File: src/rtl/modq_addsub_pkg.sv
package modq_addsub_pkg;
  parameter int COEF_W  = 12;
  parameter int MODULUS = 3329;

  // Strobes from the handshake control to the arithmetic datapath.
  typedef struct packed {
    logic load;
  } dpCtrl_t;
endpackage

File: src/rtl/modq_addsub_ctrl.sv
module modq_addsub_ctrl
  import modq_addsub_pkg::*;
(
  input  logic    clk,
  input  logic    rstN,
  input  logic    inValid,
  input  logic    outReady,
  output logic    inReady,
  output logic    outValid,
  output dpCtrl_t ctrl
);
  logic validQ;
  logic accept;

  assign inReady   = outReady | ~validQ;
  assign accept    = inValid & inReady;
  assign ctrl.load = accept;
  assign outValid  = validQ;

  always_ff @(posedge clk) begin
    if (!rstN)          validQ <= 1'b0;
    else if (accept)    validQ <= 1'b1;
    else if (outReady)  validQ <= 1'b0;
  end

  // an accepted pair is presented on the following cycle
  assert_accept_shows_R4: assert property (@(posedge clk) disable iff (!rstN)
    (inValid && inReady) |=> outValid);

  // a stalled result keeps its valid flag
  assert_stall_keeps_R6: assert property (@(posedge clk) disable iff (!rstN)
    (outValid && !outReady) |=> outValid);

  // draining with nothing offered empties the stage
  assert_drain_empties_R7: assert property (@(posedge clk) disable iff (!rstN)
    (outValid && outReady && !inValid) |=> !outValid);
endmodule

File: src/rtl/modq_addsub_dp.sv
module modq_addsub_dp
  import modq_addsub_pkg::*;
#(
  parameter int CW  = COEF_W,
  parameter int MOD = MODULUS
) (
  input  logic          clk,
  input  logic          rstN,
  input  dpCtrl_t       ctrl,
  input  logic [CW-1:0] aIn,
  input  logic [CW-1:0] bIn,
  input  logic          subMode,
  output logic [CW-1:0] resOut
);
  localparam int SW = CW + 1;
  localparam logic [SW-1:0] MOD_V = SW'(MOD);

  logic [SW-1:0] aExt, bExt, bOp, rawRes, fixRes;
  logic          needFix;
  logic [CW-1:0] nextRes;

  // One shared adder: subtraction as a + ~b + 1.
  always_comb begin
    aExt   = {1'b0, aIn};
    bExt   = {1'b0, bIn};
    bOp    = subMode ? ~bExt : bExt;
    rawRes = aExt + bOp + SW'(subMode);
    if (subMode) begin
      needFix = rawRes[SW-1];
      fixRes  = rawRes + MOD_V;
    end else begin
      needFix = (rawRes >= MOD_V);
      fixRes  = rawRes - MOD_V;
    end
    nextRes = needFix ? fixRes[CW-1:0] : rawRes[CW-1:0];
  end

  always_ff @(posedge clk) begin
    if (!rstN)          resOut <= '0;
    else if (ctrl.load) resOut <= nextRes;
  end

  // the held result is always fully reduced
  assert_reduced_R9: assert property (@(posedge clk) disable iff (!rstN)
    ctrl.load |=> (resOut < CW'(MOD)));

  // with no load strobe the result register does not move
  assert_hold_R6: assert property (@(posedge clk) disable iff (!rstN)
    !ctrl.load |=> $stable(resOut));
endmodule

File: src/rtl/modq_addsub.sv
module modq_addsub
  import modq_addsub_pkg::*;
#(
  parameter int CW  = COEF_W,
  parameter int MOD = MODULUS
) (
  input  logic          clk,
  input  logic          rstN,
  input  logic [CW-1:0] aIn,
  input  logic [CW-1:0] bIn,
  input  logic          subMode,
  input  logic          inValid,
  output logic          inReady,
  output logic [CW-1:0] resOut,
  output logic          outValid,
  input  logic          outReady
);
  dpCtrl_t ctrl;

  modq_addsub_ctrl i_ctrl (
    .clk(clk), .rstN(rstN), .inValid(inValid), .outReady(outReady),
    .inReady(inReady), .outValid(outValid), .ctrl(ctrl)
  );

  modq_addsub_dp #(.CW(CW), .MOD(MOD)) i_dp (
    .clk(clk), .rstN(rstN), .ctrl(ctrl), .aIn(aIn), .bIn(bIn),
    .subMode(subMode), .resOut(resOut)
  );
endmodule

File: config.mk
export PLATFORM = sky130hd
export DESIGN_NAME = modq_addsub
export DESIGN_NICKNAME = d
export VERILOG_FILES = /design/src/rtl/modq_addsub_pkg.sv /design/src/rtl/modq_addsub_ctrl.sv /design/src/rtl/modq_addsub_dp.sv /design/src/rtl/modq_addsub.sv
export SDC_FILE = /design/constraint.sdc
export NUM_CORES = 1
export LEC_CHECK = 0
export BUFFER_PORTS_ARGS = -buffer_cell sky130_fd_sc_hd__buf_2
export CAP_MARGIN = 20
export CORE_ASPECT_RATIO = 1.1
export CORE_MARGIN = 2
export CORE_UTILIZATION = 46
export CTS_CLUSTER_DIAMETER = 150
export DETAILED_ROUTE_END_ITERATION = 12
export PLACE_DENSITY_LB_ADDON = 0.05
export SLEW_MARGIN = 20
export SYNTH_ARGS = -nofsm -noshare
export SYNTH_HDL_FRONTEND = slang
export SYNTH_HIERARCHICAL = 1
export SYNTH_SLANG_ARGS = --single-unit
export TNS_END_PERCENT = 10
File: constraint.sdc
create_clock -name clk -period 4.5 [get_ports clk]
set_input_delay 0.675 -clock clk [delete_from_list [all_inputs] [get_ports clk]]
set_output_delay 0.675 -clock clk [all_outputs]
set_load 0.01 [all_outputs]
==> results.md <==
- Cts bufs inserted: 3
- CTS tree: built
- Post-CTS setup buffer count: 0
- Worst Max-Slew Pin Slew: 0.596 ns
- RSZ-0062 raised after global routing: no
- CTS resizes: 0
- Overall Global Routing Usage: 19.0%
- Post-synthesis mux area share: 2.83%
- Fin util: 56.2%
- P_leak: 1.05 nW
- Initial antenna violation count: 0
- Status: complete, no violations
- WL/cell: 12.6 µm
- Worst reg2reg setup slack: 3.35 ns
- Critical path data arrival time: 4.05 ns
- Cells after Synth: 246
- Min cycle time layout: 3.93 ns
- Max frequency: 0.254 GHz
- Sw Ratio: 45.9%
- Ranking of synthesized cells by area: ha_1 (15%), dfxtp_1 (13%), xor2_1 (8.5%), a21oi_1 (5.9%), xnor2_1 (5.4%)
- Root buffer cell: clkbuf_8
- # DRC: 0
- Full die area: 4770 µm²
- IO buf count: 42
- Gpl congestion: 0.798
- Clock Skews: 0.000585 ns
- Share of the synthesized area in the top cell type: 15.4%
- Via density: 5.60
- Compound-cell area share of the yosys netlist: 29.5%
- Crit path from: subMode
- Hold crit path type: flip-flop to flip-flop
- Ports: 43
- Fill cells: 417
- Mean Syn Cell Area: 7.92 µm²
- Fin crit share: 87.3%
- Sequential Power Share: 17.0%
- Layout cell share with drive strength beyond 1: 20.7%
- Vias in the first global route: 1,791
- Total Nets Final: 345
- HP Start: i_dp/resOut[11]
- Adder-cell share of the synthesized area: 17.0%
- Main flop type after synthesis: dfxtp_1
- P&R area growth vs syn: 16.1%
- DRT Pass-1 Iters: 4
- Overall routed net length: 4300 µm
- Final Max Tran Viols: 0
- Die W: 66.1 µm
- Post-Synth Simple-Gate Area: 19.3%
- Yosys reg bits: 13
- Post-synth EDFFs: 0
- Post-Synth XOR/XNOR Area: 13.9%
- H-tree depth: 1
- Post-DP Area: 2220 µm²
- Peak supply drop: 0.000109 V
- Clk slew on worst S/H paths: 0.05 ns
- Register area share after synthesis: 13.4%
- Setup TNS: 0 ns
- Pwr per Cell Area: 375 nW/µm²
- Cell Area, Synth: 1950 µm²
- Gate power share: 71.0%
- Initial Util: 48.4%
- Final hold vios: 0
- Clock Sinks: 13
- Placeable Area: 4020 µm²
- Crit-path max FO: 14
- Antenna diodes: 0
- Global-route wire length before repair: 7500 µm
- Die H: 72.3 µm
- Yosys cell types: 55
- Setup CP Type: input port to flip-flop
- Cell taking the most area after synthesis: ha_1
- Total of max-cap violations: 0
- Drt initial violations: 64
- Largest net degree at the start of global routing: 26
- Commonest non-fill, non-tap cells in the layout: buf_2 (42), ha_1 (24), a21oi_1 (23)
- Row Count: 24
- Critical Path End Type: flip-flop
- Worst Setup Start Kind: input port
- YS warnings: 6
- Required @ worst endpoint: 4.62 ns
- Worst r2r src: i_ctrl/outValid
- Net Count, Synth: 300
- Final setup vio count: 0
- Max clock buf depth: 2
- Commonest non-fill, non-tap cell in the layout: buf_2
- Vias: 1,916
- Largest family of logic cells by synthesized area: compound AO/OA/AOI/OAI gates
- Cell internal pwr: 459 µW
- GRT overflow: 0
- Ys async rst share: 0%
- DRT antenna net count: 0
- Relative slew margins: 60.1%
- Clk_lat worst skew: 0.24 ns
- Hold_buf cts: 0
- Final instance area: 2260 µm²
- Psw: 390 µW
- Clock power frac: 11.9%
- Post-detail-place hpwl: 3510 µm
## logic make-up (layout without fill, tap and decap cells)
| kind of cell | count (synthesis) | count (layout) |
|---|---|---|
| buffers and inverters | 17 | 61 |
| AOI/OAI and AO/OA | 83 | 83 |
| xor gates and xnor gates | 31 | 31 |
| DFF | 13 | 13 |
| adders and majority gates | 26 | 26 |
| muxes | 5 | 5 |
| and+or+nand+nor | 71 | 71 |
## worst paths after layout
path	to	cells past startpoint
min	i_dp/resOut[11]	2
min reg2reg	i_dp/resOut[11]	2
max	i_dp/resOut[11]	15
max reg2reg	i_dp/resOut[6]	5
## registers in the layout, indices dropped and copies added, names as in the netlist
signal,flops
i_dp/resOut,12
i_ctrl/outValid,1
## per-layer routing
metal	GRT usage (%)	share of wire [%]
met4	5.90	0.51
met1	25.3	50
met5	0	0
met2	33.1	45
met3	0.775	3.6
## layout make-up
class | instances | area (µm²) | area share, %
multi-input combinational | 216 | 1610 | 71.2
sequential | 13 | 260 | 11.5
timing repair buffer | 46 | 240 | 10.6
tap | 52 | 65.1 | 2.88
clock buffer | 4 | 45.0 | 1.99
inverter | 11 | 41.3 | 1.83
## metrics by stage
stage / power, mW / setup slack [ns] / hold slack [ns] / instances
5_1_grt: 0.937 / 0.286 / 0.521 / 342
6_report: 0.848 / 0.570 / 0.475 / 342
2_1_floorplan: 0.623 / 0.369 / 0.491 / 246
4_1_cts: 0.852 / 0.582 / 0.474 / 342
3_5_place_dp: 0.746 / 0.353 / 0.463 / 338
3_3_place_gp: 0.745 / 0.341 / 0.464 / 338
## critical path, stage by stage
cell	delay [ns]
buf_2	0.31
xor2_1	0.12
ha_1	0.42
nor3_1	0.08
o31ai_1	0.40
o211ai_2	0.20
a2bb2oi_1	0.20
o211ai_1	0.20
inv_1	0.08
ha_1	0.36
nor4_1	0.06
a2111oi_0	0.51
a21oi_1	0.14
nor3_1	0.17
o22ai_1	0.11
## power groups by stage
stage	clock network, mW	registers (mW)	logic (mW)
after floorplan	0	0.157	0.465
after global placement	0	0.146	0.599
after detailed placement	0	0.147	0.599
after CTS	0.105	0.145	0.603
after global routing	0.109	0.147	0.680
final	0.101	0.144	0.603
## cells in the mapped netlist, types with 3 or more instances
master     number
xor2_1         19
a211o_1         3
inv_1          10
a21o_1          4
clkbuf_1        4
xnor2_1        12
a41oi_1         3
a211oi_1        3
nor2_1         11
dfxtp_1        13
o2111ai_1       3
nor4_1          4
nand3_1         6
nor3_1          9
o22ai_1         3
o21ai_0        19
nand2_1        20
o211ai_1        3
ha_1           24
o31ai_1         3
mux2i_1         4
a21oi_1        23
nand4_1         4
(Power assumes the default switching activity.)
